--- config.mk ---
export PLATFORM = sky130hd
export DESIGN_NAME = adc_host_ctrl
export DESIGN_NICKNAME = d
export VERILOG_FILES = /design/src/rtl/adc_host_pkg.sv /design/src/rtl/adc_bit_sync.sv /design/src/rtl/adc_period_timer.sv /design/src/rtl/adc_sample_asm.sv /design/src/rtl/adc_host_ctrl.sv
export SDC_FILE = /design/constraint.sdc
export NUM_CORES = 1
export LEC_CHECK = 0
export BUFFER_PORTS_ARGS = -buffer_cell sky130_fd_sc_hd__buf_4
export CAP_MARGIN = 20
export CORE_ASPECT_RATIO = 0.6
export CORE_UTILIZATION = 40
export DETAILED_ROUTE_END_ITERATION = 16
export PLACE_DENSITY = 0.64
export SETUP_SLACK_MARGIN = 0.3
export SYNTH_ARGS = -nofsm -noshare
export SYNTH_HDL_FRONTEND = slang
export SYNTH_SLANG_ARGS = --single-unit
export TNS_END_PERCENT = 50
--- constraint.sdc ---
create_clock -name clk -period 2.6 [get_ports clk]
set_input_delay 0.13 -clock clk [delete_from_list [all_inputs] [get_ports clk]]
set_output_delay 0.13 -clock clk [all_outputs]
set_load 0.01 [all_outputs]
--- src/rtl/adc_host_pkg.sv ---
package adc_host_pkg;

  localparam int unsigned SMP_W  = 14;
  localparam int unsigned BYTE_W = 8;

  typedef enum logic [2:0] {
    ST_IDLE,
    ST_START,
    ST_WSET,
    ST_WCLR,
    ST_RDLO,
    ST_GAP,
    ST_RDHI,
    ST_DONE
  } ctl_st_e;

endpackage

--- src/rtl/adc_bit_sync.sv ---
module adc_bit_sync #(
  parameter int unsigned STAGES  = 2,
  parameter logic        RST_VAL = 1'b1
) (
  input  logic clk,
  input  logic rst_n,
  input  logic d_async,
  output logic q_sync
);

  logic [STAGES-1:0] pipe_q;
  logic [STAGES-1:0] pipe_d;

  always_comb begin
    pipe_d[0] = d_async;
  end

  for (genvar g = 1; g < STAGES; g++) begin : g_chain
    always_comb pipe_d[g] = pipe_q[g-1];
  end

  always_ff @(posedge clk or negedge rst_n) begin
    if (!rst_n) pipe_q <= {STAGES{RST_VAL}};
    else        pipe_q <= pipe_d;
  end

  assign q_sync = pipe_q[STAGES-1];

endmodule

--- src/rtl/adc_period_timer.sv ---
module adc_period_timer #(
  parameter int unsigned PER_W = 16
) (
  input  logic             clk,
  input  logic             rst_n,
  input  logic             en,
  input  logic [PER_W-1:0] period,
  output logic             tick
);

  logic [PER_W-1:0] cnt_q, cnt_d;
  logic [PER_W:0]   cnt_inc;
  logic             wrap;

  always_comb begin
    cnt_inc = {1'b0, cnt_q} + {{PER_W{1'b0}}, 1'b1};
    wrap    = en && (cnt_inc >= {1'b0, period});
    if (!en)       cnt_d = '0;
    else if (wrap) cnt_d = '0;
    else           cnt_d = cnt_inc[PER_W-1:0];
  end

  always_ff @(posedge clk or negedge rst_n) begin
    if (!rst_n) cnt_q <= '0;
    else        cnt_q <= cnt_d;
  end

  assign tick = wrap;


  tick_gap_chk: assert property (@(posedge clk) disable iff (!rst_n)
    (tick && period > 1 && $stable(period)) |=> !tick);

endmodule

--- src/rtl/adc_sample_asm.sv ---
module adc_sample_asm
  import adc_host_pkg::*;
(
  input  logic             clk,
  input  logic             rst_n,
  input  logic             cap_lo,
  input  logic             cap_hi,
  input  logic             byte_sel,
  input  logic             offs,
  input  logic [SMP_W-1:0] bus,
  output logic [SMP_W-1:0] sample
);

  localparam int unsigned HI_W = SMP_W - BYTE_W;

  logic [SMP_W-1:0] word_q, word_d;
  logic [SMP_W-1:0] flip;

  always_comb begin
    word_d = word_q;
    if (cap_lo) begin
      if (byte_sel) word_d[BYTE_W-1:0] = bus[BYTE_W-1:0];
      else          word_d             = bus;
    end
    if (cap_hi) word_d[SMP_W-1:BYTE_W] = bus[HI_W-1:0];
  end

  always_ff @(posedge clk or negedge rst_n) begin
    if (!rst_n)                word_q <= '0;
    else if (cap_lo || cap_hi) word_q <= word_d;
  end

  always_comb begin
    flip          = '0;
    flip[SMP_W-1] = offs;
    sample        = word_q ^ flip;
  end


  cap_exclusive_chk: assert property (@(posedge clk) disable iff (!rst_n)
    !(cap_lo && cap_hi));

endmodule

--- src/rtl/adc_host_ctrl.sv ---
module adc_host_ctrl
  import adc_host_pkg::*;
#(
  parameter int unsigned PER_W   = 16,
  parameter int unsigned RD_CYC  = 2,
  parameter int unsigned TMO_CYC = 32
) (
  input  logic             clk,
  input  logic             rst_n,
  input  logic             tmr_mode,
  input  logic             host_req,
  input  logic [PER_W-1:0] period,
  input  logic             byte_mode,
  input  logic             offset_bin,
  output logic             cnv_n,
  output logic             cs_n,
  output logic             rd_n,
  output logic             hben,
  input  logic [SMP_W-1:0] adc_bus,
  input  logic             busy_n,
  output logic [SMP_W-1:0] sample,
  output logic             sample_valid,
  output logic             tmo_err,
  output logic             ovr_err
);

  localparam int unsigned PH_W  = $clog2(RD_CYC + 1);
  localparam int unsigned TMO_W = $clog2(TMO_CYC + 1);

  // reset: asserted asynchronously, released on a clock edge
  logic [1:0] rst_pipe_q;
  logic       rst_ns;

  always_ff @(posedge clk or negedge rst_n) begin
    if (!rst_n) rst_pipe_q <= 2'b00;
    else        rst_pipe_q <= {rst_pipe_q[0], 1'b1};
  end
  assign rst_ns = rst_pipe_q[1];

  // busy line synchronizer
  logic busy_n_s, busy_s;

  adc_bit_sync #(.STAGES(2), .RST_VAL(1'b1)) u_busy_sync (
    .clk     (clk),
    .rst_n   (rst_ns),
    .d_async (busy_n),
    .q_sync  (busy_n_s)
  );
  assign busy_s = !busy_n_s;

  // timer
  logic tick;

  adc_period_timer #(.PER_W(PER_W)) u_timer (
    .clk    (clk),
    .rst_n  (rst_ns),
    .en     (tmr_mode),
    .period (period),
    .tick   (tick)
  );

  // control state machine
  ctl_st_e          st_q, st_d;
  logic [PH_W-1:0]  ph_q, ph_d;
  logic [TMO_W-1:0] tmo_q, tmo_d;
  logic             bym_q, bym_d;
  logic             offs_q, offs_d;
  logic             tsrc_q, tsrc_d;
  logic             start_req, ph_last, tmo_hit;
  logic             cap_lo, cap_hi, access;

  always_comb begin
    start_req = tmr_mode ? tick : host_req;
    ph_last   = (ph_q == PH_W'(RD_CYC - 1));
    tmo_hit   = 1'b0;
    cap_lo    = 1'b0;
    cap_hi    = 1'b0;
    st_d      = st_q;
    ph_d      = ph_q;
    tmo_d     = tmo_q;
    bym_d     = bym_q;
    offs_d    = offs_q;
    tsrc_d    = tsrc_q;
    unique case (st_q)
      ST_IDLE: begin
        if (start_req) begin
          st_d   = ST_START;
          ph_d   = '0;
          tmo_d  = '0;
          bym_d  = byte_mode;
          offs_d = offset_bin;
          tsrc_d = tmr_mode;
        end
      end
      ST_START: begin
        if (tsrc_q || ph_last) begin
          st_d = ST_WSET;
          ph_d = '0;
        end else begin
          ph_d = ph_q + PH_W'(1);
        end
      end
      ST_WSET: begin
        tmo_hit = (tmo_q == TMO_W'(TMO_CYC - 1));
        if (tmo_hit)     st_d = ST_IDLE;
        else begin
          tmo_d = tmo_q + TMO_W'(1);
          if (busy_s)    st_d = ST_WCLR;
        end
      end
      ST_WCLR: begin
        tmo_hit = (tmo_q == TMO_W'(TMO_CYC - 1));
        if (tmo_hit)     st_d = ST_IDLE;
        else begin
          tmo_d = tmo_q + TMO_W'(1);
          if (!busy_s) begin
            st_d = ST_RDLO;
            ph_d = '0;
          end
        end
      end
      ST_RDLO: begin
        if (ph_last) begin
          cap_lo = 1'b1;
          ph_d   = '0;
          st_d   = bym_q ? ST_GAP : ST_DONE;
        end else begin
          ph_d = ph_q + PH_W'(1);
        end
      end
      ST_GAP: st_d = ST_RDHI;
      ST_RDHI: begin
        if (ph_last) begin
          cap_hi = 1'b1;
          ph_d   = '0;
          st_d   = ST_DONE;
        end else begin
          ph_d = ph_q + PH_W'(1);
        end
      end
      ST_DONE: st_d = ST_IDLE;
      default: st_d = ST_IDLE;
    endcase
  end

  always_ff @(posedge clk or negedge rst_ns) begin
    if (!rst_ns) begin
      st_q   <= ST_IDLE;
      ph_q   <= '0;
      tmo_q  <= '0;
      bym_q  <= 1'b0;
      offs_q <= 1'b0;
      tsrc_q <= 1'b0;
    end else begin
      st_q   <= st_d;
      ph_q   <= ph_d;
      tmo_q  <= tmo_d;
      bym_q  <= bym_d;
      offs_q <= offs_d;
      tsrc_q <= tsrc_d;
    end
  end

  // converter-side strobes
  always_comb begin
    access = ((st_q == ST_START) && !tsrc_q) || (st_q == ST_RDLO) || (st_q == ST_RDHI);
    cnv_n  = !((st_q == ST_START) && tsrc_q);
    cs_n   = !access;
    rd_n   = !access;
    hben   = (st_q == ST_RDHI);
  end

  adc_sample_asm u_asm (
    .clk      (clk),
    .rst_n    (rst_ns),
    .cap_lo   (cap_lo),
    .cap_hi   (cap_hi),
    .byte_sel (bym_q),
    .offs     (offs_q),
    .bus      (adc_bus),
    .sample   (sample)
  );

  assign sample_valid = (st_q == ST_DONE);
  assign tmo_err      = tmo_hit;
  assign ovr_err      = start_req && (st_q != ST_IDLE);


  cnv_single_chk: assert property (@(posedge clk) disable iff (!rst_ns)
    !cnv_n |=> cnv_n);


  cs_excl_cnv_chk: assert property (@(posedge clk) disable iff (!rst_ns)
    !cs_n |-> cnv_n);


  read_idle_chk: assert property (@(posedge clk) disable iff (!rst_ns)
    (!rd_n && st_q != ST_START) |-> !busy_s);


  hben_read_chk: assert property (@(posedge clk) disable iff (!rst_ns)
    hben |-> (!rd_n && !cs_n && bym_q));


  valid_pulse_chk: assert property (@(posedge clk) disable iff (!rst_ns)
    sample_valid |=> !sample_valid);


  tmo_idle_chk: assert property (@(posedge clk) disable iff (!rst_ns)
    tmo_err |=> (cnv_n && cs_n && rd_n && !sample_valid));


  ovr_drop_chk: assert property (@(posedge clk) disable iff (!rst_ns)
    ovr_err |=> !(st_q == ST_START && $past(st_q) != ST_START));

endmodule

**Word level (Yosys, flattened, before mapping)**

Index checks and enable logic that the tools add are counted.

- Register bits: 48
- Input bits: 37
- Output and inout bits: 21
- Word-level logic and storage cells: 88

- $add $sub $neg: 3
- Order comparisons: 1
- Equality and inequality tests: 19
- Muxes and demuxes: 29
- Bitwise logic cells: 1
- Reduce and logical (&&, ||, !) cells: 24

Operators with widths:

| kind | count |
|---|---|
| two-way mux 16 bit | 2 |
| two-way mux 3 bit | 8 |
| two-way mux 6 bit | 4 |
| case mux 3 bit (8 select lines) | 1 |
| adder 16 x 1 -> 17 bit, second input constant | 1 |
| >= comparator 17 x 16 -> 1 bit | 1 |
| two-way mux 14 bit | 1 |
| bitwise XOR 14 bit | 1 |
| == test 3 bit, second input constant | 4 |
| two-way mux 2 bit | 6 |
| case mux 6 bit (2 select lines) | 1 |
| inequality test 2 bit, second input constant | 5 |
| case mux 2 bit (4 select lines) | 1 |
| adder 6 x 1 -> 6 bit, second input constant | 1 |
| == test 3 x 2 -> 1 bit, second input constant | 2 |
| == test 6 x 5 -> 1 bit, second input constant | 1 |
| inequality test 2 x 1 -> 1 bit, second input constant | 3 |
| AND reduction 3 bit | 2 |
| AND reduction 6 bit | 1 |
| two-way mux 1 bit | 5 |
| logical AND 1 bit | 4 |
| logical OR 1 bit | 4 |
| AND reduction 2 bit | 2 |
| AND reduction 4 bit | 1 |
| 11 further kinds | 15 |

**Logic depth before layout (Yosys ltp)**

Gate-level depths: netlist (run 1).

- Word-level depth: 6
- Gate-level depth with buffers: 14
- Depth with buffers taken out: 12

**By module**

A second synthesis (run 1) with hierarchy kept.

- Cell total of the unflattened synthesis: 310
- Area total of the unflattened synthesis: 3029.2 um^2

Modules (own cells, without submodules):

| module | times used | cells each | area each (um^2) | seq. area each (um^2) |
|---|---|---|---|---|
| adc_period_timer | 1 | 143 | 1290.0 | 400.4 |
| adc_host_ctrl | 1 | 102 | 925.9 | 400.4 |
| adc_sample_asm | 1 | 63 | 760.7 | 350.3 |
| adc_bit_sync | 1 | 2 | 52.6 | 52.6 |

**Worst setup path before layout (run 1)**

OpenSTA, ideal clock, no wires.

- Path kind: register to register
- Start point: register u_timer.cnt_q[0]
- End point: register bym_q
- Setup time: 128 ps
- Data arrival time: 2646 ps
- Data required time: 2472 ps
- Slack: -174 ps
- Stages on the path, launching flop included: 14
- Path buffers: 1
- Clock period less this slack: 2774 ps
- Cell sequence: dfrtp_1 -> ha_1 -> and2_4 -> nand4_1 -> nor2_1 -> xor2_1 -> ha_1 -> nand4_1 -> nor3_1 -> a21oi_1 -> a21boi_0 -> o21a_1 -> buf_2 -> mux2_1

- Word-level cells in the longest chain between the ends: 5

Ends and longest elaborated chain:

| what | line | source |
|---|---|---|
| start: declaration | adc_period_timer.sv:11 | `logic [PER_W-1:0] cnt_q, cnt_d;` |
| start signal: assignment | adc_period_timer.sv:25 | `else cnt_q <= cnt_d;` |
| adder 16 x 1 -> 17 bit | adc_period_timer.sv:16 | `cnt_inc = {1'b0, cnt_q} + {{PER_W{1'b0}}, 1'b1};` |
| >= comparator 17 x 16 -> 1 bit | adc_period_timer.sv:17 | `wrap = en && (cnt_inc >= {1'b0, period});` |
| logical AND 1 bit | adc_period_timer.sv:17 |  |
| two-way mux 1 bit | adc_host_ctrl.sv:73 | `start_req = tmr_mode ? tick : host_req;` |
| AND reduction 2 bit (no line) | -- |  |
| end signal: assignment | adc_host_ctrl.sv:158 | `bym_q <= bym_d;` |
| end: declaration | adc_host_ctrl.sv:66 | `logic bym_q, bym_d;` |

No other way between the ends.
A chain may end at the register's enable or synchronous reset.

**Final worst setup path (run 1)**

- Start point: register u_timer.cnt_q[4]
- End point: output port ovr_err

- Word-level cells in the longest chain between the ends: 5

Ends and longest elaborated chain:

| what | line | source |
|---|---|---|
| adder 16 x 1 -> 17 bit | adc_period_timer.sv:16 |  |
| >= comparator 17 x 16 -> 1 bit | adc_period_timer.sv:17 |  |
| logical AND 1 bit | adc_period_timer.sv:17 |  |
| two-way mux 1 bit | adc_host_ctrl.sv:73 |  |
| logical AND 1 bit | adc_host_ctrl.sv:186 | `assign ovr_err = start_req && (st_q != ST_IDLE);` |
| end: declaration | adc_host_ctrl.sv:24 | `output logic ovr_err` |

No other way between the ends.

==> results of run 1 <==
[per-layer routing]
metal / GRT usage / vias up / wire [um] / part of all wire
met1: 0.2710 / 1120 / 3495 / 0.53
met5: 0 / - / 0 / 0
met3: 0.03501 / 5 / 298 / 0.045
met4: 0.05574 / 0 / 67 / 0.010
met2: 0.2748 / 51 / 2772 / 0.42
li1: - / 1160 / - / -
[power groups by stage]
stage | Clock [mW] | Combinational [mW] | Sequential (mW)
2_1_floorplan | 0 | 0.951 | 1.08
3_3_place_gp | 0 | 1.14 | 1.17
3_5_place_dp | 0 | 1.16 | 1.18
4_1_cts | 0.797 | 1.22 | 1.17
5_1_grt | 0.827 | 1.36 | 1.19
6_report | 0.776 | 1.22 | 1.16
[cell families after synthesis]
family                     count (synthesis)  share of synthesized area
other                                      1                   0.001299
DFF                                       48                     0.4170
buffers and inverters                     43                    0.08062
AOI/OAI and AO/OA                         52                     0.1240
and+or+nand+nor                          100                     0.1899
muxes                                     11                    0.04291
xor gates and xnor gates                  19                    0.05765
adders and majority gates                 20                    0.08669
[flip-flops by register name, indices dropped and copies added, names as in the netlist]
register and cells:
tmo_q 6, u_busy_sync.pipe_q 2, bym_q 1, offs_q 1, u_asm.word_q 14, u_timer.cnt_q 16
st_q 3, rst_pipe_q 2, ph_q 2, tsrc_q 1
[worst reg2reg max path, cell delays in order (launching register included)]
cell	delay (ns)
sky130_fd_sc_hd__dfrtp_1	0.36
sky130_fd_sc_hd__and3_4	0.19
sky130_fd_sc_hd__and2_4	0.17
sky130_fd_sc_hd__nand4_1	0.15
sky130_fd_sc_hd__nor2_2	0.15
sky130_fd_sc_hd__xor2_1	0.19
sky130_fd_sc_hd__ha_1	0.28
sky130_fd_sc_hd__nand4_1	0.17
sky130_fd_sc_hd__o221ai_1	0.16
sky130_fd_sc_hd__a21oi_1	0.20
sky130_fd_sc_hd__a21boi_1	0.11
sky130_fd_sc_hd__buf_4	0.15
sky130_fd_sc_hd__buf_6	0.10
sky130_fd_sc_hd__o21a_4	0.21
sky130_fd_sc_hd__mux2_1	0.30
[placed cells by master (no fill, tap or decap), types with 3 or more instances in the layout]
| master | netlist | final |
|---|---|---|
| sky130_fd_sc_hd__xor2_1 | 9 | 9 |
| sky130_fd_sc_hd__xnor2_1 | 10 | 10 |
| sky130_fd_sc_hd__nand4_1 | 6 | 6 |
| sky130_fd_sc_hd__a22oi_1 | 12 | 12 |
| sky130_fd_sc_hd__clkbuf_16 | 0 | 5 |
| sky130_fd_sc_hd__ha_1 | 20 | 19 |
| sky130_fd_sc_hd__mux2_2 | 8 | 8 |
| sky130_fd_sc_hd__o21ai_1 | 3 | 3 |
| sky130_fd_sc_hd__inv_1 | 21 | 21 |
| sky130_fd_sc_hd__o22ai_2 | 1 | 3 |
| sky130_fd_sc_hd__nor2_1 | 20 | 18 |
| sky130_fd_sc_hd__a31oi_1 | 3 | 3 |
| sky130_fd_sc_hd__a21oi_1 | 9 | 8 |
| sky130_fd_sc_hd__o21ai_0 | 9 | 9 |
| sky130_fd_sc_hd__nor2_2 | 1 | 3 |
| sky130_fd_sc_hd__buf_4 | 14 | 79 |
| sky130_fd_sc_hd__and3_1 | 8 | 7 |
| sky130_fd_sc_hd__buf_6 | 2 | 5 |
| sky130_fd_sc_hd__nand3_1 | 7 | 6 |
| sky130_fd_sc_hd__nand2_1 | 20 | 20 |
| sky130_fd_sc_hd__dfrtp_1 | 46 | 45 |
| sky130_fd_sc_hd__nor2b_1 | 15 | 15 |
[how the worst min path moves through the flow]
stage	startpoint	endpoint	slack [ns]
after floorplan	rst_n	rst_pipe_q[0]	-0.17
after global placement	rst_n	rst_pipe_q[0]	-0.09
after detailed placement	rst_n	rst_pipe_q[0]	-0.09
after CTS	byte_mode	bym_q	0.06
after global routing	byte_mode	bym_q	0.07
final	byte_mode	bym_q	0.07
[repair_timing]
action                                  CTS  global route
hold endpoints to repair                  3             0
gates cloned                              0             0
gates resized for setup                  11             3
setup buffers                             5             1
hold buffers                              2             0
pin swaps                                 9             3
endpoints found under the setup margin   29            29
[final cells by class]
cell class | count | share of cell area
Tap cell | 87 | 0.02872
Multi-Input combinational cell | 203 | 0.4024
Sequential cell | 48 | 0.3179
Clock buffer | 7 | 0.04028
Timing Repair Buffer | 87 | 0.1819
Inverter | 21 | 0.02080
Clock inverter | 1 | 0.007923
==> impl_metrics.sql, run 1 <==
INSERT INTO impl_metrics (metric_group, metric, value, unit) VALUES
('status', 'outcome', 'finished with violations', ''),
('status', 'violations', 'DRC, setup timing', ''),
('clocking', 'tritoncts', 'done', ''),
('worst_setup_path', 'arrival', '2.92', 'ns'),
('placement', 'portBuffers', '57', ''),
('placement', 'place_ws', '-0.1990', 'ns'),
('clocking', 'clkSinkCount', '48', ''),
('worst_setup_path', 'crit_cells', '13', ''),
('clocking', 'clock_h_tree_levels', '2', ''),
('die', 'placement_row_count', '23', ''),
('logic_synthesis', 'synth_cells', '294', ''),
('placement', 'detailed_place.area', '0.003461', 'mm^2'),
('die', 'boundaryPins', '58', ''),
('power', 'power.share.clock', '0.245', ''),
('layout', 'final_area', '0.003790', 'mm^2'),
('sta', 'setup-violations-final', '29', ''),
('worst_setup_path', 'reg2regPathDepth', '14', ''),
('sta', 'post-route-worst-setup-slack', '-0.4515', 'ns'),
('worst_setup_path', 'regToRegSetupSlack', '-0.40', 'ns'),
('sta', 'final.period_utilization', '1.174', ''),
('power', 'swShare', '0.3390', ''),
('detailed_routing', 'via_count', '2336', ''),
('detailed_routing', 'drt_first_pass_iters', '10', ''),
('power', 'cellPowerDensity', '834.2', 'mW/mm^2'),
('detailed_routing', 'detail-route-antenna-nets', '0', ''),
('clocking', 'worst_setup_hold_path_clk_slew', '0.06', 'ns'),
('layout', 'n_antenna_cell', '0', ''),
('sta', 'grt_setup_unrepaired', 'true', ''),
('worst_setup_path', 'worst_setup_path_endpoint', 'ovr_err', ''),
('logic_synthesis', 'synth-edff-count', '0', ''),
('logic_synthesis', 'yosys.cell_types.count', '52', ''),
('worst_setup_path', 'startpoint', 'u_timer.cnt_q[4]', ''),
('worst_setup_path', 'path_delay_family', 'simple AND/OR/NAND/NOR gates', ''),
('layout', 'multiInputGateArea', '0.001525', 'mm^2'),
('placement', 'place.detailed.instances', '437', ''),
('global_route', 'vias_in_the_first_global_route', '2147', ''),
('sta', 'timing_hold_violations_final', '0', ''),
('logic_synthesis', 'synth_seq_area_share', '0.4170', ''),
('logic_synthesis', 'synthTopCellsByCount', 'sky130_fd_sc_hd__dfrtp_1 (46), sky130_fd_sc_hd__inv_1 (21), sky130_fd_sc_hd__ha_1 (20), sky130_fd_sc_hd__nand2_1 (20), sky130_fd_sc_hd__nor2_1 (20)', ''),
('detailed_routing', 'finalWirelength', '6634', 'um'),
('detailed_routing', 'route.detailed.drc', '5', ''),
('clocking', 'clockRootBuffer', 'sky130_fd_sc_hd__clkbuf_16', ''),
('logic_synthesis', 'synthDominantAreaCellType', 'sky130_fd_sc_hd__dfrtp_1', ''),
('worst_setup_path', 'critPathMaxFanout', '5', ''),
('worst_setup_path', 'required', '2.47', 'ns'),
('sta', 'clock-skew-final', '0.004008', 'ns'),
('logic_synthesis', 'post_synth_top_area_share', '0.3988', ''),
('global_route', 'gr-total-overflow', '0', ''),
('worst_setup_path', 'cp_cell_sequence', 'and3_4 > and2_4 > nand4_1 > nor2_2 > xor2_1 > ha_1 > nand4_1 > o221ai_1 > a21oi_1 > a21boi_1 > or2_1 > o211a_1 > buf_6', ''),
('global_route', 'grt_pass1_wl', '10730', 'um'),
('power', 'switchingPower', '1.072', 'mW'),
('clocking', 'clock_insertion_delay_worst_skew', '0.28', 'ns'),
('placement', 'place.detailed.hpwl', '5005', 'um'),
('layout', 'finalNetCount', '423', ''),
('die', 'die_h', '67.80', 'um'),
('global_route', 'grt_usage', '0.1848', ''),
('die', 'floorplan.die_area', '0.007571', 'mm^2'),
('global_route', 'pin_count_of_the_biggest_net_entering_global_routing', '47', ''),
('worst_setup_path', 'rr_startpoint', 'u_timer.cnt_q[4]', ''),
('min_path', 'hp-class', 'input port to register', ''),
('power', 'power.internal', '2.090', 'mW'),
('logic_synthesis', 'synth.cell_area', '0.002887', 'mm^2'),
('power', 'power.sequential.fraction', '0.368', ''),
('detailed_routing', 'detail_route.wl_per_cell', '14.61', 'um'),
('power', 'total_leakage_power', '1.873', 'nW'),
('power', 'combPwrFrac', '0.386', ''),
('detailed_routing', 'drt_iter0_drc', '117', ''),
('detailed_routing', 'detail_route.vias_per_cell', '5.145', ''),
('power', 'power', '3.161', 'mW'),
('logic_synthesis', 'post_synth_top_flop', 'sky130_fd_sc_hd__dfrtp_1', ''),
('layout', 'fill_cells', '592', '');
Power figures use the tool's default switching activity.
==> run 2: changes to the inputs <==
--- a/config.mk
+++ b/config.mk
@@ -8,10 +8,12 @@
 export BUFFER_PORTS_ARGS = -buffer_cell sky130_fd_sc_hd__buf_4
 export CAP_MARGIN = 20
 export CORE_ASPECT_RATIO = 0.6
+export CORE_MARGIN = 10
 export CORE_UTILIZATION = 40
 export DETAILED_ROUTE_END_ITERATION = 16
 export PLACE_DENSITY = 0.64
 export SETUP_SLACK_MARGIN = 0.3
+export SLEW_MARGIN = 10
 export SYNTH_ARGS = -nofsm -noshare
 export SYNTH_HDL_FRONTEND = slang
 export SYNTH_SLANG_ARGS = --single-unit
==> constraint.sdc (replaced) <==
create_clock -name clk -period 2.6 [get_ports clk]
set_input_delay 0.39 -clock clk [delete_from_list [all_inputs] [get_ports clk]]
set_output_delay 0.39 -clock clk [all_outputs]
set_load 0.01 [all_outputs]
==> run 2 against run 1 <==
Compared with the run above:
- global-route usage down 5.3 points
- the flow finishes with violations (setup timing)
- first-iteration DRC count down 11%
- final area up 1.1%
- power down 2.9%
- routed wire length up 6.1%
- via count about the same
- critical endpoint unchanged
- clock skew up 0.0053 ns
- highest routed layer unchanged
==> impl_metrics.sql, run 2 (synthesis gave the netlist of run 1 again) <==
INSERT INTO impl_metrics (metric_group, metric, value, unit) VALUES
('worst_setup_path', 'required', '2.21', 'ns'),
('clocking', 'clock_insertion_delay_worst_skew', '0.29', 'ns'),
('worst_setup_path', 'arrival', '2.81', 'ns'),
('sta', 'final.period_utilization', '1.232', ''),
('layout', 'layout.cells.most_common', 'sky130_fd_sc_hd__buf_4', ''),
('detailed_routing', 'detail-route-antenna-nets', '0', ''),
('worst_setup_path', 'critical_path.max_stage_delay', '0.38', 'ns'),
('detailed_routing', 'drt_iter0_drc', '104', ''),
('worst_setup_path', 'worst_setup_sp_type', 'register', ''),
('flow_run', 'max_cap_violations', '0', ''),
('layout', 'largest-register', 'u_timer.cnt_q', ''),
('power', 'cellPowerDensity', '800.6', 'mW/mm^2'),
('worst_setup_path', 'cp_cell_sequence', 'ha_2 > and2_4 > and3_1 > xnor2_1 > ha_1 > nand4_1 > nor3_2 > nand4_1 > nand4bb_1 > or2_1 > o211a_1 > buf_6', ''),
('worst_setup_path', 'crit_path_end_kind', 'output port', ''),
('layout', 'finalNetCount', '430', ''),
('sta', 'timing_hold_violations_final', '0', ''),
('clocking', 'clock_h_tree_levels', '2', ''),
('status', 'outcome', 'finished with violations', ''),
('worst_setup_path', 'path_delay_family', 'simple AND/OR/NAND/NOR gates', ''),
('detailed_routing', 'detail_route.vias_per_cell', '5.069', ''),
('clocking', 'worst_setup_hold_path_clk_slew', '0.06', 'ns'),
('placement', 'place.detailed.hpwl', '5437', 'um'),
('global_route', 'grt_pass1_wl', '11810', 'um'),
('placement', 'detailed_place.area', '0.003521', 'mm^2'),
('die', 'die_h', '85.80', 'um'),
('global_route', 'grt_usage', '0.1319', ''),
('global_route', 'vias_in_the_first_global_route', '2436', ''),
('power', 'switchingPower', '1.075', 'mW'),
('placement', 'place.detailed.instances', '444', ''),
('power', 'power.internal', '1.993', 'mW'),
('sta', 'post-route-worst-setup-slack', '-0.6026', 'ns'),
('detailed_routing', 'drt_first_pass_iters', '4', ''),
('sta', 'setup_total_negative_slack', '-4.756', 'ns'),
('placement', 'portBuffers', '57', ''),
('layout', 'mostFrequentLayoutCells', 'sky130_fd_sc_hd__buf_4 (87), sky130_fd_sc_hd__dfrtp_1 (45), sky130_fd_sc_hd__inv_1 (21)', ''),
('worst_setup_path', 'crit_buf_inv', '1', ''),
('worst_setup_path', 'critPathMaxFanout', '4', ''),
('layout', 'layout_top_registers', 'u_timer.cnt_q x16, u_asm.word_q x14, tmo_q x6', ''),
('clocking', 'number_of_buffers_added_by_the_clock_tree_synthesis_step', '5', ''),
('sta', 'report.final.slew_viol_count', '0', ''),
('min_path', 'hp-class', 'register to async pin', ''),
('clocking', 'clkSinkCount', '48', ''),
('die', 'placement_row_count', '23', ''),
('layout', 'n_antenna_cell', '0', ''),
('die', 'floorplan.die_area', '0.01113', 'mm^2'),
('detailed_routing', 'detail_route.wl_per_cell', '15.26', 'um'),
('power', 'power.sequential.fraction', '0.378', ''),
('layout', 'post_route_insts_no_fill', '461', ''),
('power', 'combPwrFrac', '0.412', ''),
('placement', 'place_ws', '-0.4111', 'ns'),
('layout', 'drive_above_1_share', '0.3743', ''),
('clocking', 'clockBufferDepth', '2', ''),
('sta', 'final_period_minus_worst_setup_slack', '3.203', 'ns'),
('sta', 'clock-skew-final', '0.009314', 'ns'),
('status', 'violations', 'setup timing', ''),
('sta', 'grt_setup_unrepaired', 'true', ''),
('global_route', 'gr-total-overflow', '0', ''),
('clocking', 'tritoncts', 'done', ''),
('sta', 'fmaxAchievable', '312.2', 'MHz'),
('die', 'fp.coreArea', '0.006849', 'mm^2'),
('die', 'die_w', '129.7', 'um'),
('detailed_routing', 'route.detailed.drc', '0', ''),
('power', 'vdd_ir_drop_max', '0.3313', 'mV'),
('detailed_routing', 'via_count', '2337', ''),
('layout', 'area_growth', '32.77', '%'),
('global_route', 'grt_antenna_before_repair', '0', ''),
('die', 'boundaryPins', '58', ''),
('power', 'swShare', '0.3505', ''),
('placement', 'routabilityCongestion', '0.8550', ''),
('detailed_routing', 'finalWirelength', '7037', 'um'),
('worst_setup_path', 'crit_slowest_cell', 'sky130_fd_sc_hd__dfrtp_1', ''),
('global_route', 'pin_count_of_the_biggest_net_entering_global_routing', '47', ''),
('sta', 'setup-violations-final', '29', ''),
('die', 'start_util', '0.4214', ''),
('clocking', 'clockRootBuffer', 'sky130_fd_sc_hd__clkbuf_16', ''),
('layout', 'final_area', '0.003832', 'mm^2'),
('layout', 'largest_reg_flops', '16', ''),
('power', 'power.share.clock', '0.210', ''),
('worst_setup_path', 'path_common_cell', 'sky130_fd_sc_hd__nand4_1', ''),
('worst_setup_path', 'setup.worst_path.class', 'register to output port', ''),
('layout', 'fill_cells', '619', ''),
('power', 'power', '3.068', 'mW'),
('power', 'total_leakage_power', '1.888', 'nW');
run 2: area by class of cell:
class / count / area, um^2 / share of cell area
inverter: 21 / 78.83 / 0.02057
timing repair buffer: 94 / 739.5 / 0.1929
multi-input combinational: 203 / 1554 / 0.4055
clock buffer: 8 / 146.4 / 0.03820
tap: 87 / 108.9 / 0.02840
sequential: 48 / 1205 / 0.3144
run 2: path summary, 6_finish.rpt:
kind / depth (start not counted) / from / slack [ns] / end
hold / removal: 0 / rst_pipe_q[1] / 0.13 / tmo_q[1]
hold reg to reg: 0 / rst_pipe_q[1] / 0.13 / tmo_q[1]
max in group asynchronous: 1 / rst_pipe_q[1] / 1.95 / u_busy_sync.pipe_q[1]
setup / recovery: 12 / u_timer.cnt_q[0] / -0.60 / ovr_err
min in group clk: 1 / busy_n / 0.21 / u_busy_sync.pipe_q[0]
setup reg to reg: 13 / u_timer.cnt_q[0] / -0.33 / offs_q
run 2: worst register-to-register path, cell delays in order, from the launching register on:
cell and delay [ns]:
sky130_fd_sc_hd__dfrtp_1 0.38, sky130_fd_sc_hd__ha_2 0.19, sky130_fd_sc_hd__and2_4 0.17, sky130_fd_sc_hd__and3_1 0.17
sky130_fd_sc_hd__xnor2_1 0.14, sky130_fd_sc_hd__ha_1 0.32, sky130_fd_sc_hd__nand4_1 0.25, sky130_fd_sc_hd__nor3_2 0.25
sky130_fd_sc_hd__nand4_1 0.12, sky130_fd_sc_hd__nand4bb_1 0.13, sky130_fd_sc_hd__buf_4 0.14, sky130_fd_sc_hd__buf_6 0.09
sky130_fd_sc_hd__o21a_4 0.16, sky130_fd_sc_hd__mux2_4 0.30
run 2: metrics by stage:
stage	utilization	hold WS, ns
CTS	0.5535	0.2089
floorplan	-	0.09441
global route	0.5596	0.1568
finish	0.5596	0.1342
detailed placement	0.5141	0.1735
global placement	0.5141	0.1730
run 2: per-layer routing:
layer  share of wire  vias up  GRT usage  wire [um]
met2            0.44       51     0.1954       3069
met1            0.49     1102     0.1797       3450
met3           0.061        7    0.03811        430
li1                -     1177          -          -
met4           0.012        0    0.04370         87
met5               0        -          0          0
run 2: power by group through the flow:
stage | clock network, mW | registers [mW] | logic [mW]
final | 0.645 | 1.16 | 1.26
after global routing | 0.694 | 1.20 | 1.41
after CTS | 0.663 | 1.17 | 1.25
after detailed placement | 0 | 1.18 | 1.19
after global placement | 0 | 1.17 | 1.17
after floorplan | 0 | 1.08 | 0.965
run 2: repair_timing:
item,in CTS,in global routing
setup endpoints to repair,29,29
endpoints found under the hold margin,2,0
buffers inserted,6,1
hold buffers,1,0
pin swaps,12,11
resized for setup,15,4
